### src/rtl/obw_pkg.sv
package obw_pkg;

  typedef enum logic [1:0] {
    SZ_1M = 2'd0,
    SZ_2M = 2'd1,
    SZ_4M = 2'd2,
    SZ_8M = 2'd3
  } size_e;

  localparam int NUM_SIZE_CODES = 4;

endpackage

### src/rtl/obw_cfg_regs.sv
module obw_cfg_regs #(
  parameter int NUM_REGIONS = 8,
  parameter int CFG_AW      = 4,
  parameter int DW          = 32,
  parameter int MIN_SHIFT   = 20,
  parameter int PCI_AW      = 32,
  localparam int TGT_W      = PCI_AW - MIN_SHIFT
) (
  input  logic                              clk,
  input  logic                              rst,
  input  logic                              cfg_we,
  input  logic [CFG_AW-1:0]                 cfg_addr,
  input  logic [DW-1:0]                     cfg_wdata,
  output obw_pkg::size_e                    size_code,
  output logic [NUM_REGIONS-1:0][TGT_W-1:0] tgt_base,
  output logic [NUM_REGIONS-1:0]            tgt_en
);

  // Size register at address 0
  always_ff @(posedge clk) begin
    if (rst) begin
      size_code <= obw_pkg::SZ_1M;
    end else if (cfg_we && cfg_addr == '0) begin
      size_code <= obw_pkg::size_e'(cfg_wdata[1:0]);
    end
  end

  // One target register per region, at address 1+n
  for (genvar n = 0; n < NUM_REGIONS; n++) begin : g_region
    localparam logic [CFG_AW-1:0] MY_ADDR = CFG_AW'(n + 1);

    always_ff @(posedge clk) begin
      if (rst) begin
        tgt_base[n] <= '0;
        tgt_en[n]   <= 1'b0;
      end else if (cfg_we && cfg_addr == MY_ADDR) begin
        tgt_base[n] <= cfg_wdata[DW-1 -: TGT_W];
        tgt_en[n]   <= cfg_wdata[0];
      end
    end
  end

  logic unused_wdata;
  assign unused_wdata = ^cfg_wdata[DW-TGT_W-1:1];

  AST_CFG_HOLD: assert property (@(posedge clk) disable iff (rst)
    !cfg_we |=> ($stable(size_code) && $stable(tgt_en) && $stable(tgt_base)));

  AST_HIGH_ADDR_IGNORED: assert property (@(posedge clk) disable iff (rst)
    (cfg_we && cfg_addr > CFG_AW'(NUM_REGIONS))
      |=> ($stable(size_code) && $stable(tgt_en) && $stable(tgt_base)));

endmodule

### src/rtl/obw_decode.sv
module obw_decode #(
  parameter int                LOC_AW      = 32,
  parameter logic [LOC_AW-1:0] WIN_BASE    = 32'h6000_0000,
  parameter int                NUM_REGIONS = 8,
  parameter int                MIN_SHIFT   = 20,
  localparam int               RIDX_W      = $clog2(NUM_REGIONS)
) (
  input  logic [LOC_AW-1:0] addr,
  input  obw_pkg::size_e    size_code,
  output logic              win_hit,
  output logic [RIDX_W-1:0] ridx,
  output logic [LOC_AW-1:0] offset
);

  localparam int NC = obw_pkg::NUM_SIZE_CODES;

  logic [LOC_AW-1:0] rel;
  assign rel = addr - WIN_BASE;  // wraps to a large value below the base

  logic [NC-1:0]             cand_hit;
  logic [NC-1:0][RIDX_W-1:0] cand_idx;
  logic [NC-1:0][LOC_AW-1:0] cand_ofs;

  // One candidate decode per region size; the size code picks one
  for (genvar k = 0; k < NC; k++) begin : g_size
    localparam int                SH   = MIN_SHIFT + k;
    localparam logic [LOC_AW:0]   SPAN = (LOC_AW+1)'(NUM_REGIONS) << SH;
    localparam logic [LOC_AW-1:0] MASK = (LOC_AW'(1) << SH) - LOC_AW'(1);

    assign cand_hit[k] = {1'b0, rel} < SPAN;
    assign cand_idx[k] = RIDX_W'(rel >> SH);
    assign cand_ofs[k] = rel & MASK;
  end

  always_comb begin
    win_hit = cand_hit[size_code];
    ridx    = cand_idx[size_code];
    offset  = cand_ofs[size_code];
  end

  always_comb begin
    if (win_hit) begin
      AST_WIN_ABOVE_BASE: assert (addr >= WIN_BASE);
    end
  end

endmodule

### src/rtl/obw_remap.sv
module obw_remap #(
  parameter int  NUM_REGIONS = 8,
  parameter int  LOC_AW      = 32,
  parameter int  PCI_AW      = 32,
  parameter int  MIN_SHIFT   = 20,
  localparam int TGT_W       = PCI_AW - MIN_SHIFT,
  localparam int RIDX_W      = $clog2(NUM_REGIONS)
) (
  input  logic [NUM_REGIONS-1:0][TGT_W-1:0] tgt_base,
  input  logic [NUM_REGIONS-1:0]            tgt_en,
  input  logic                              win_hit,
  input  logic [RIDX_W-1:0]                 ridx,
  input  logic [LOC_AW-1:0]                 offset,
  input  logic [LOC_AW-1:0]                 addr,
  output logic                              hit,
  output logic [RIDX_W-1:0]                 region,
  output logic [PCI_AW-1:0]                 paddr
);

  logic [PCI_AW-1:0] base_full;
  assign base_full = {tgt_base[ridx], {MIN_SHIFT{1'b0}}};

  always_comb begin
    hit = win_hit && tgt_en[ridx];
    if (hit) begin
      region = ridx;
      paddr  = base_full + PCI_AW'(offset);
    end else begin
      region = '0;
      paddr  = PCI_AW'(addr);
    end
  end

endmodule

### src/rtl/obwin_xlate.sv
module obwin_xlate #(
  parameter int                LOC_AW      = 32,
  parameter int                PCI_AW      = 32,
  parameter logic [LOC_AW-1:0] WIN_BASE    = 32'h6000_0000,
  parameter int                NUM_REGIONS = 8,
  parameter int                MIN_SHIFT   = 20,
  parameter int                CFG_AW      = 4,
  parameter int                DW          = 32,
  localparam int               RIDX_W      = $clog2(NUM_REGIONS),
  localparam int               TGT_W       = PCI_AW - MIN_SHIFT
) (
  input  logic              clk,
  input  logic              rst,
  input  logic              cfg_we,
  input  logic [CFG_AW-1:0] cfg_addr,
  input  logic [DW-1:0]     cfg_wdata,
  input  logic              req_valid,
  input  logic [LOC_AW-1:0] req_addr,
  output logic              rsp_valid,
  output logic [PCI_AW-1:0] rsp_addr,
  output logic              rsp_hit,
  output logic [RIDX_W-1:0] rsp_region
);

  obw_pkg::size_e                    size_code;
  logic [NUM_REGIONS-1:0][TGT_W-1:0] tgt_base;
  logic [NUM_REGIONS-1:0]            tgt_en;
  logic                              win_hit;
  logic [RIDX_W-1:0]                 ridx;
  logic [LOC_AW-1:0]                 offset;
  logic                              nxt_hit;
  logic [RIDX_W-1:0]                 nxt_region;
  logic [PCI_AW-1:0]                 nxt_addr;

  obw_cfg_regs #(
    .NUM_REGIONS (NUM_REGIONS),
    .CFG_AW      (CFG_AW),
    .DW          (DW),
    .MIN_SHIFT   (MIN_SHIFT),
    .PCI_AW      (PCI_AW)
  ) u_cfg (
    .clk       (clk),
    .rst       (rst),
    .cfg_we    (cfg_we),
    .cfg_addr  (cfg_addr),
    .cfg_wdata (cfg_wdata),
    .size_code (size_code),
    .tgt_base  (tgt_base),
    .tgt_en    (tgt_en)
  );

  obw_decode #(
    .LOC_AW      (LOC_AW),
    .WIN_BASE    (WIN_BASE),
    .NUM_REGIONS (NUM_REGIONS),
    .MIN_SHIFT   (MIN_SHIFT)
  ) u_dec (
    .addr      (req_addr),
    .size_code (size_code),
    .win_hit   (win_hit),
    .ridx      (ridx),
    .offset    (offset)
  );

  obw_remap #(
    .NUM_REGIONS (NUM_REGIONS),
    .LOC_AW      (LOC_AW),
    .PCI_AW      (PCI_AW),
    .MIN_SHIFT   (MIN_SHIFT)
  ) u_map (
    .tgt_base (tgt_base),
    .tgt_en   (tgt_en),
    .win_hit  (win_hit),
    .ridx     (ridx),
    .offset   (offset),
    .addr     (req_addr),
    .hit      (nxt_hit),
    .region   (nxt_region),
    .paddr    (nxt_addr)
  );

  // Result register: a request sees the configuration present in its own cycle
  always_ff @(posedge clk) begin
    if (rst) begin
      rsp_valid  <= 1'b0;
      rsp_hit    <= 1'b0;
      rsp_region <= '0;
      rsp_addr   <= '0;
    end else begin
      rsp_valid <= req_valid;
      if (req_valid) begin
        rsp_hit    <= nxt_hit;
        rsp_region <= nxt_region;
        rsp_addr   <= nxt_addr;
      end
    end
  end

  AST_RESET_IDLE: assert property (@(posedge clk)
    rst |=> !rsp_valid);

  AST_VALID_FOLLOWS: assert property (@(posedge clk) disable iff (rst)
    req_valid |=> rsp_valid);

  AST_NO_SPURIOUS_VALID: assert property (@(posedge clk) disable iff (rst)
    !req_valid |=> !rsp_valid);

  AST_MISS_PASSTHRU: assert property (@(posedge clk) disable iff (rst)
    (req_valid && !nxt_hit) |=> (!rsp_hit && rsp_addr == PCI_AW'($past(req_addr))
                                 && rsp_region == '0));

  AST_HIT_NOT_BELOW_BASE: assert property (@(posedge clk) disable iff (rst)
    (req_valid && nxt_hit) |=> ($past(req_addr) >= WIN_BASE));

  AST_OFFSET_KEPT: assert property (@(posedge clk) disable iff (rst)
    (rsp_valid && rsp_hit) |-> (rsp_addr[MIN_SHIFT-1:0] == $past(req_addr[MIN_SHIFT-1:0])));

endmodule

### config.mk
export PLATFORM = sky130hd
export DESIGN_NAME = obwin_xlate
export DESIGN_NICKNAME = d
export VERILOG_FILES = /design/src/rtl/obw_pkg.sv /design/src/rtl/obw_cfg_regs.sv /design/src/rtl/obw_decode.sv /design/src/rtl/obw_remap.sv /design/src/rtl/obwin_xlate.sv
export SDC_FILE = /design/constraint.sdc
export NUM_CORES = 1
export LEC_CHECK = 0
export ABC_CLOCK_PERIOD_IN_PS = 5700
export BUFFER_PORTS_ARGS = -buffer_cell sky130_fd_sc_hd__buf_2
export CAP_MARGIN = 25
export CORE_MARGIN = 2
export CORE_UTILIZATION = 58
export DETAILED_ROUTE_END_ITERATION = 6
export HOLD_SLACK_MARGIN = 0.03
export PLACE_DENSITY = 0.81
export SKIP_LAST_GASP = 1
export SLEW_MARGIN = 20
export SYNTH_ARGS = -nofsm -noshare
export SYNTH_HDL_FRONTEND = slang
export SYNTH_HIERARCHICAL = 1
export SYNTH_SLANG_ARGS = --single-unit
### constraint.sdc
create_clock -name clk -period 5.7 [get_ports clk]
set_clock_uncertainty 0.05 [all_clocks]
set_input_delay 1.14 -clock clk [delete_from_list [all_inputs] [get_ports clk]]
set_output_delay 1.14 -clock clk [all_outputs]
set_load 0.02 [all_outputs]
==> impl_metrics.py, run 1 <==
metrics = {
    "floorplanning": {
        "initial_core_util_pct": 58.70,
        "coreArea_um2": 13140,
        "fp.dieW_um": 119.3,
        "dieArea_um2": 14240,
        "num_rows": 42,
        "num_io_pins": 109,
        "dieHeight_um": 119.3,
    },
    "critical_path": {
        "start_kind": "input pin",
        "slowest_delay_ns": 0.73,
        "crit_path_end_kind": "flip-flop",
        "cp_data_required_time_ns": 6.01,
        "crit_slowest_cell": "mux4_2",
        "worst-path-buf-inv": 2,
        "cp_cell_sequence": "buf_2, mux4_2, mux4_1, mux2_2, ha_1, inv_1, fa_1, nor2b_1, o21a_1, o21ai_1, a31oi_1, xnor2_1, o21ai_0, mux2i_1, nor2_1",
        "arrival_ns": 4.67,
        "cp_max_fo": 14,
        "worstSetupPathType": "input pin to flip-flop",
        "path_delay_family": "multiplexers",
    },
    "final_layout": {
        "drive_gt1_share_pct": 21.85,
        "diodes": 0,
        "area_delta_synth_final_pct": 9.734,
        "final_util_pct": 64.42,
        "final_cells": 986,
        "fin_nets": 882,
    },
    "power": {
        "p_clk_share_pct": 46.6,
        "p_sw_mw": 0.5497,
        "power_leakage_nw": 4.157,
        "p_seq_share_pct": 44.0,
        "internal_power_mw": 1.803,
        "p_per_area_nw_per_um2": 278.1,
        "pwr-share-comb_pct": 9.4,
        "sw_frac_of_total_pct": 23.36,
        "ir_worst_vdd_uv": 193.0,
    },
    "detailed_routing": {
        "drt_iter0_markers": 387,
        "antenna_left": 0,
        "vias_per_cell": 5.441,
        "drt-pass1-iter-count": 4,
        "route.detailed.drc": 0,
        "vias": 5365,
        "wirelength_um": 16040,
        "wl_per_cell_um": 16.27,
    },
    "synth": {
        "synthMuxAreaShare_pct": 28.76,
        "syn_inst": 768,
        "synth_top_area_share_pct": 37.12,
        "yosys_most_used_dff": "dfxtp_1",
        "synthSimpleGateAreaFrac_pct": 18.95,
        "ys_ff_latch": 143,
        "syn-cell-area_um2": 7712,
        "async_flop_share_pct": 0,
        "synth_area_leaders": "dfxtp_1 (37%), mux2i_1 (19%), nand2b_1 (9.8%)",
        "synth_area_leader_cell": "dfxtp_1",
        "yosys_warnings": 6,
        "synthTopCellsByCount": "mux2i_1 (147), dfxtp_1 (143), nand2b_1 (121), nand2_1 (80), nor2_1 (43)",
        "yosys.area_share.xor_xnor_pct": 0.9085,
        "synth_top_family_by_area": "multiplexers",
        "yosysMostFrequentCell": "mux2i_1",
        "synth_adder_area_share_pct": 2.206,
        "synth_sequential_area_ratio_pct": 37.12,
        "synth_edf_count": 0,
        "avgSynthCellArea_um2": 10.04,
        "synth-compound-area-share_pct": 3.894,
        "synth_cell_type_count": 52,
    },
    "global_routing": {
        "grt_pass1_vias": 5431,
        "grt_max_degree": 158,
        "gr-total-overflow": 0,
        "grt_pass1_wl_um": 26270,
        "antenna_found_initial": 0,
        "track_usage_pct": 23.47,
    },
    "clock_tree": {
        "cts_setup_buffers": 0,
        "clock_path_buffers": 2,
        "clk_latency_ns": 0.43,
        "cts_tree": "done",
        "h-tree-depth": 4,
        "root_buffer": "clkbuf_16",
        "path_clk_slew_ns": 0.06,
        "ctsResizeCount": 0,
        "clkSinkCount": 143,
        "cts_hold_buf": 0,
        "cts_made_buffers": 17,
    },
    "run": {
        "maxCapViolCount": 0,
    },
    "outcome": {
        "status": "finished clean",
    },
    "place": {
        "dp_hpwl_um": 10480,
        "io_buffer_count": 90,
        "gp_congestion": 0.8058,
        "placed_cells": 953,
    },
    "sta": {
        "worst_pin_slew_ns": 1.067,
        "slew_violations": 0,
        "min_period_ns": 4.363,
        "tns_ns": 0,
        "rsz0062_at_grt": "no",
        "hold_violations": 0,
        "relSlewSlack_pct": 28.86,
        "finalSetupViolCount": 0,
        "timing.final.crit_share_pct": 76.55,
        "max_freq_mhz": 229.2,
    },
    "worst_hold_path": {
        "hold_path.class": "flip-flop to flip-flop",
    },
}
-- kinds of logic (layout without fill, tap and decap cells) --
kind of cell             after synthesis  after routing
buffers and inverters                100            134
multiplexers                         185            185
flip-flops                           143            143
adder cells (fa/ha/maj)               13             13
AND/OR/NAND/NOR                      275            275
other                                  1              9
XOR/XNOR                               8              8
AO/OA/AOI/OAI                         43             43
-- cell usage in the layout, fill, tap and decap left out, drive strengths merged, types with 7 or more instances in the layout --
master  Yosys  layout
mux2i     147     147
dfxtp     143     143
nand2b    121     121
buf        65      93
nand2      86      86
nor2       44      44
mux4       28      28
clkbuf     26      21
ha         12      12
o21ai      12      12
mux2       10      10
conb        1       9
inv         9       9
a21oi       7       7
-- state kept, by name, indices dropped and copies added, names as in the netlist --
signal and flops:
rsp_addr 32, u_cfg/tgt_base 96, rsp_region 3, u_cfg/tgt_en 8, u_cfg/size_code 2, rsp_valid 1
rsp_hit 1
-- cell type report --
class                           count  area, µm²
Clock buffer                       21      480.5
Clock inverter                     11      112.6
Fill cell                        1041       4674
Inverter                            9      33.78
Multi-Input combinational cell    533       4254
Sequential cell                   143       2863
Tap cell                          176      220.2
Timing Repair Buffer               93      499.2
-- path summary, 6_finish.rpt --
path | end | start | slack, ns | cells after the start
setup reg to reg | rsp_addr[28] | u_cfg/size_code[0] | 1.52 | 14
hold reg to reg | u_cfg/tgt_base[32] | u_cfg/tgt_base[32] | 0.42 | 2
hold / removal | u_cfg/tgt_base[32] | u_cfg/tgt_base[32] | 0.42 | 2
setup / recovery | rsp_addr[28] | req_addr[23] | 1.34 | 15
-- tightest hold or removal path: stages, from the launching register on --
cell,delay [ns]
dfxtp_1,0.30
nand2b_1,0.06
mux2i_1,0.06
-- power groups by stage --
stage               Clock (mW)  Sequential (mW)  Combinational, mW
finish                    1.10             1.04              0.221
detailed placement           0             1.06              0.219
floorplan                    0             1.07              0.161
global route              1.17             1.04              0.240
global placement             0             1.06              0.211
CTS                       1.12             1.04              0.220
-- routing by layer --
layer / GRT usage, % / part of all wire [%] / routed length (µm)
met5: 0 / 0 / 0
met4: 9.191 / 1.8 / 282
met3: 5.268 / 5.1 / 822
met2: 40.41 / 49 / 7836
met1: 28.59 / 44 / 7103
-- stage by stage --
stage / power [mW] / hold slack [ns] / area (µm²) / setup WS [ns]
2_1_floorplan: 1.233 / 0.3939 / 7742 / 1.388
3_3_place_gp: 1.267 / 0.4056 / 7839 / 0.9639
3_5_place_dp: 1.276 / 0.4154 / 7839 / 0.8503
4_1_cts: 2.371 / 0.4247 / 8432 / 1.291
5_1_grt: 2.444 / 0.4408 / 8463 / 1.029
6_report: 2.353 / 0.4204 / 8463 / 1.337
Note: power is estimated with default switching activity, not from simulation.
==> run 2, diff against run 1 <==
--- a/config.mk
+++ b/config.mk
@@ -5,14 +5,14 @@
 export SDC_FILE = /design/constraint.sdc
 export NUM_CORES = 1
 export LEC_CHECK = 0
-export ABC_CLOCK_PERIOD_IN_PS = 5700
+export ABC_CLOCK_PERIOD_IN_PS = 3600
 export BUFFER_PORTS_ARGS = -buffer_cell sky130_fd_sc_hd__buf_2
 export CAP_MARGIN = 25
 export CORE_MARGIN = 2
-export CORE_UTILIZATION = 58
+export CORE_UTILIZATION = 52
 export DETAILED_ROUTE_END_ITERATION = 6
 export HOLD_SLACK_MARGIN = 0.03
-export PLACE_DENSITY = 0.81
+export PLACE_DENSITY = 0.76
 export SKIP_LAST_GASP = 1
 export SLEW_MARGIN = 20
 export SYNTH_ARGS = -nofsm -noshare
==> constraint.sdc (replaced) <==
create_clock -name clk -period 3.6 [get_ports clk]
set_clock_uncertainty 0.05 [all_clocks]
set_input_delay 0.72 -clock clk [delete_from_list [all_inputs] [get_ports clk]]
set_output_delay 0.72 -clock clk [all_outputs]
set_load 0.02 [all_outputs]
==> run 2 against run 1 <==
Compared with the run above:
- non-clock buffer count grew 39
- combinational power increased by 78%
- sequential share of layout area decreased by 1.9 points
- cell area up 6.0%
- clock power grew 72%
- sequential cell count unchanged
- core utilization is 2.7 points lower
- largest power group unchanged
- highest routed layer unchanged
==> impl_metrics.py, run 2 (synthesis gave the netlist of run 1 again) <==
metrics = {
    "outcome": {
        "status": "finished clean",
    },
    "critical_path": {
        "r2r-end": "rsp_addr[30]",
        "cp_max_fo": 10,
        "worstSetupPathType": "input pin to flip-flop",
        "ff2ff_path_depth": 13,
        "crit_path_end_kind": "flip-flop",
        "cp_data_required_time_ns": 3.90,
        "slowest_delay_ns": 0.49,
        "arrival_ns": 3.78,
        "start_kind": "input pin",
        "crit_slowest_cell": "mux4_2",
        "reg2reg_from": "u_cfg/size_code[1]",
        "reg2reg_slack_ns": 0.14,
        "cp_cell_sequence": "buf_2, mux4_2, buf_12, mux4_2, mux2_2, ha_1, nor2b_1, o21a_1, o21ai_4, a211o_1, a211o_1, nand3_1, mux2i_1, nor2_1",
    },
    "final_layout": {
        "largestRegisters": "u_cfg/tgt_base: 96 flops, rsp_addr: 32 flops, u_cfg/tgt_en: 8 flops",
        "final_cell_mix": "mux2i_1 (146), dfxtp_1 (142), nand2b_1 (121)",
        "area_delta_synth_final_pct": 16.32,
        "diodes": 0,
        "fillers": 1154,
        "final_cells": 1032,
        "largest_reg_flops": 96,
        "final_common_cell": "mux2i_1",
        "fin_nets": 921,
        "regMostFlops": "u_cfg/tgt_base",
        "drive_gt1_share_pct": 26.89,
    },
    "global_routing": {
        "antenna_found_initial": 0,
        "gr-total-overflow": 0,
        "track_usage_pct": 20.76,
        "grt_max_degree": 62,
        "grt_pass1_vias": 5266,
        "grt_pass1_wl_um": 26400,
    },
    "place": {
        "gp_congestion": 0.8348,
        "dp_hpwl_um": 10820,
        "post-place-ws_ns": -0.4345,
        "placed_cells": 996,
        "io_buffer_count": 90,
    },
    "clock_tree": {
        "root_buffer": "clkbuf_16",
        "h-tree-depth": 4,
        "cts_hold_buf": 0,
        "cts_made_buffers": 17,
        "clkSinkCount": 143,
        "clk_latency_ns": 0.41,
        "clock_path_buffers": 2,
        "path_clk_slew_ns": 0.05,
        "cts_tree": "done",
    },
    "sta": {
        "slew_violations": 0,
        "rsz0062_at_grt": "no",
        "fin_ws_ns": 0.1148,
        "finalSetupViolCount": 0,
        "hold_violations": 0,
        "min_period_ns": 3.485,
        "relSlewSlack_pct": 50.09,
        "tns_ns": 0,
        "max_freq_mhz": 286.9,
        "worst_pin_slew_ns": 0.7459,
        "timing.final.crit_share_pct": 96.81,
    },
    "power": {
        "p_per_area_nw_per_um2": 437.3,
        "ir_worst_vdd_uv": 329.7,
        "power.total_mw": 3.923,
        "power_leakage_nw": 4.384,
    },
    "worst_hold_path": {
        "min_from": "u_cfg/tgt_base[42]",
        "hold_path.class": "flip-flop to flip-flop",
        "holdPathStages": 2,
        "holdPathEnd": "u_cfg/tgt_base[42]",
    },
    "detailed_routing": {
        "antenna_left": 0,
        "vias_per_cell": 5.266,
        "drt-pass1-iter-count": 6,
        "route.detailed.drc": 0,
        "vias": 5434,
        "drt_iter0_markers": 280,
        "wl_per_cell_um": 15.98,
        "wirelength_um": 16490,
    },
    "floorplanning": {
        "num_io_pins": 109,
        "dieHeight_um": 125.8,
        "initial_core_util_pct": 53.06,
        "num_rows": 44,
        "dieArea_um2": 15820,
        "coreArea_um2": 14530,
        "fp.dieW_um": 125.8,
    },
    "run": {
        "maxCapViolCount": 0,
    },
}
[run 2: power breakdown]
group	total, mW	internal [mW]	switching [mW]
Sequential	1.64	1.62	0.0184
Clock	1.89	1.24	0.650
Combinational	0.394	0.183	0.211
[run 2: layer usage]
| layer | wire (µm) | share of wire [%] | vias up | track usage [%] |
|---|---|---|---|---|
| met5 | 0 | 0 | - | 0 |
| met1 | 7764 | 47 | 2589 | 26.96 |
| met3 | 597 | 3.6 | 20 | 4.121 |
| met2 | 7898 | 48 | 117 | 35.17 |
| li1 | - | - | 2708 | - |
| met4 | 234 | 1.4 | 0 | 6.335 |
[run 2: worst max path at each step]
stage | start | to | slack, ns
final | req_addr[23] | rsp_addr[30] | 0.11
after global routing | u_cfg/size_code[1] | rsp_addr[31] | 0.004
after CTS | req_addr[22] | rsp_addr[29] | 0.03
after detailed placement | req_addr[23] | rsp_addr[29] | -0.43
after global placement | req_addr[23] | rsp_addr[29] | -0.42
after floorplan | req_addr[23] | rsp_addr[30] | -0.13
[run 2: timing repair]
action | CTS | global route
gates resized for setup | 0 | 14
pin swaps | 0 | 6
buffers inserted | 1 | 3
setup endpoints to repair | 3 | 6
[run 2: critical path: cells and delay by family]
family / cells / cell delay, ns
fa+ha+maj: 1 / 0.34
mux: 4 / 1.29
simple gates: 3 / 0.31
compound gates: 4 / 0.83
buf+inv: 2 / 0.28
[run 2: layout make-up]
class                      instances  area, µm²  share of cell area [%]
clock buffer                      20      446.7                   4.979
clock inverter                    11      188.9                   2.106
inverter                           9      33.78                  0.3766
multi-input combinational        533       4339                   48.37
sequential                       143       2864                   31.92
tap                              184      230.2                   2.566
timing repair buffer             132      868.3                   9.679
[run 2: metrics by stage]
step | hold WS (ns) | utilization, % | instance area (µm²)
final | 0.4215 | 61.73 | 8971
after global routing | 0.4412 | 61.73 | 8971
after CTS | 0.4236 | 60.92 | 8853
after detailed placement | 0.4136 | 56.41 | 8198
after global placement | 0.4052 | 56.41 | 8198
after floorplan | 0.3939 | - | 7800
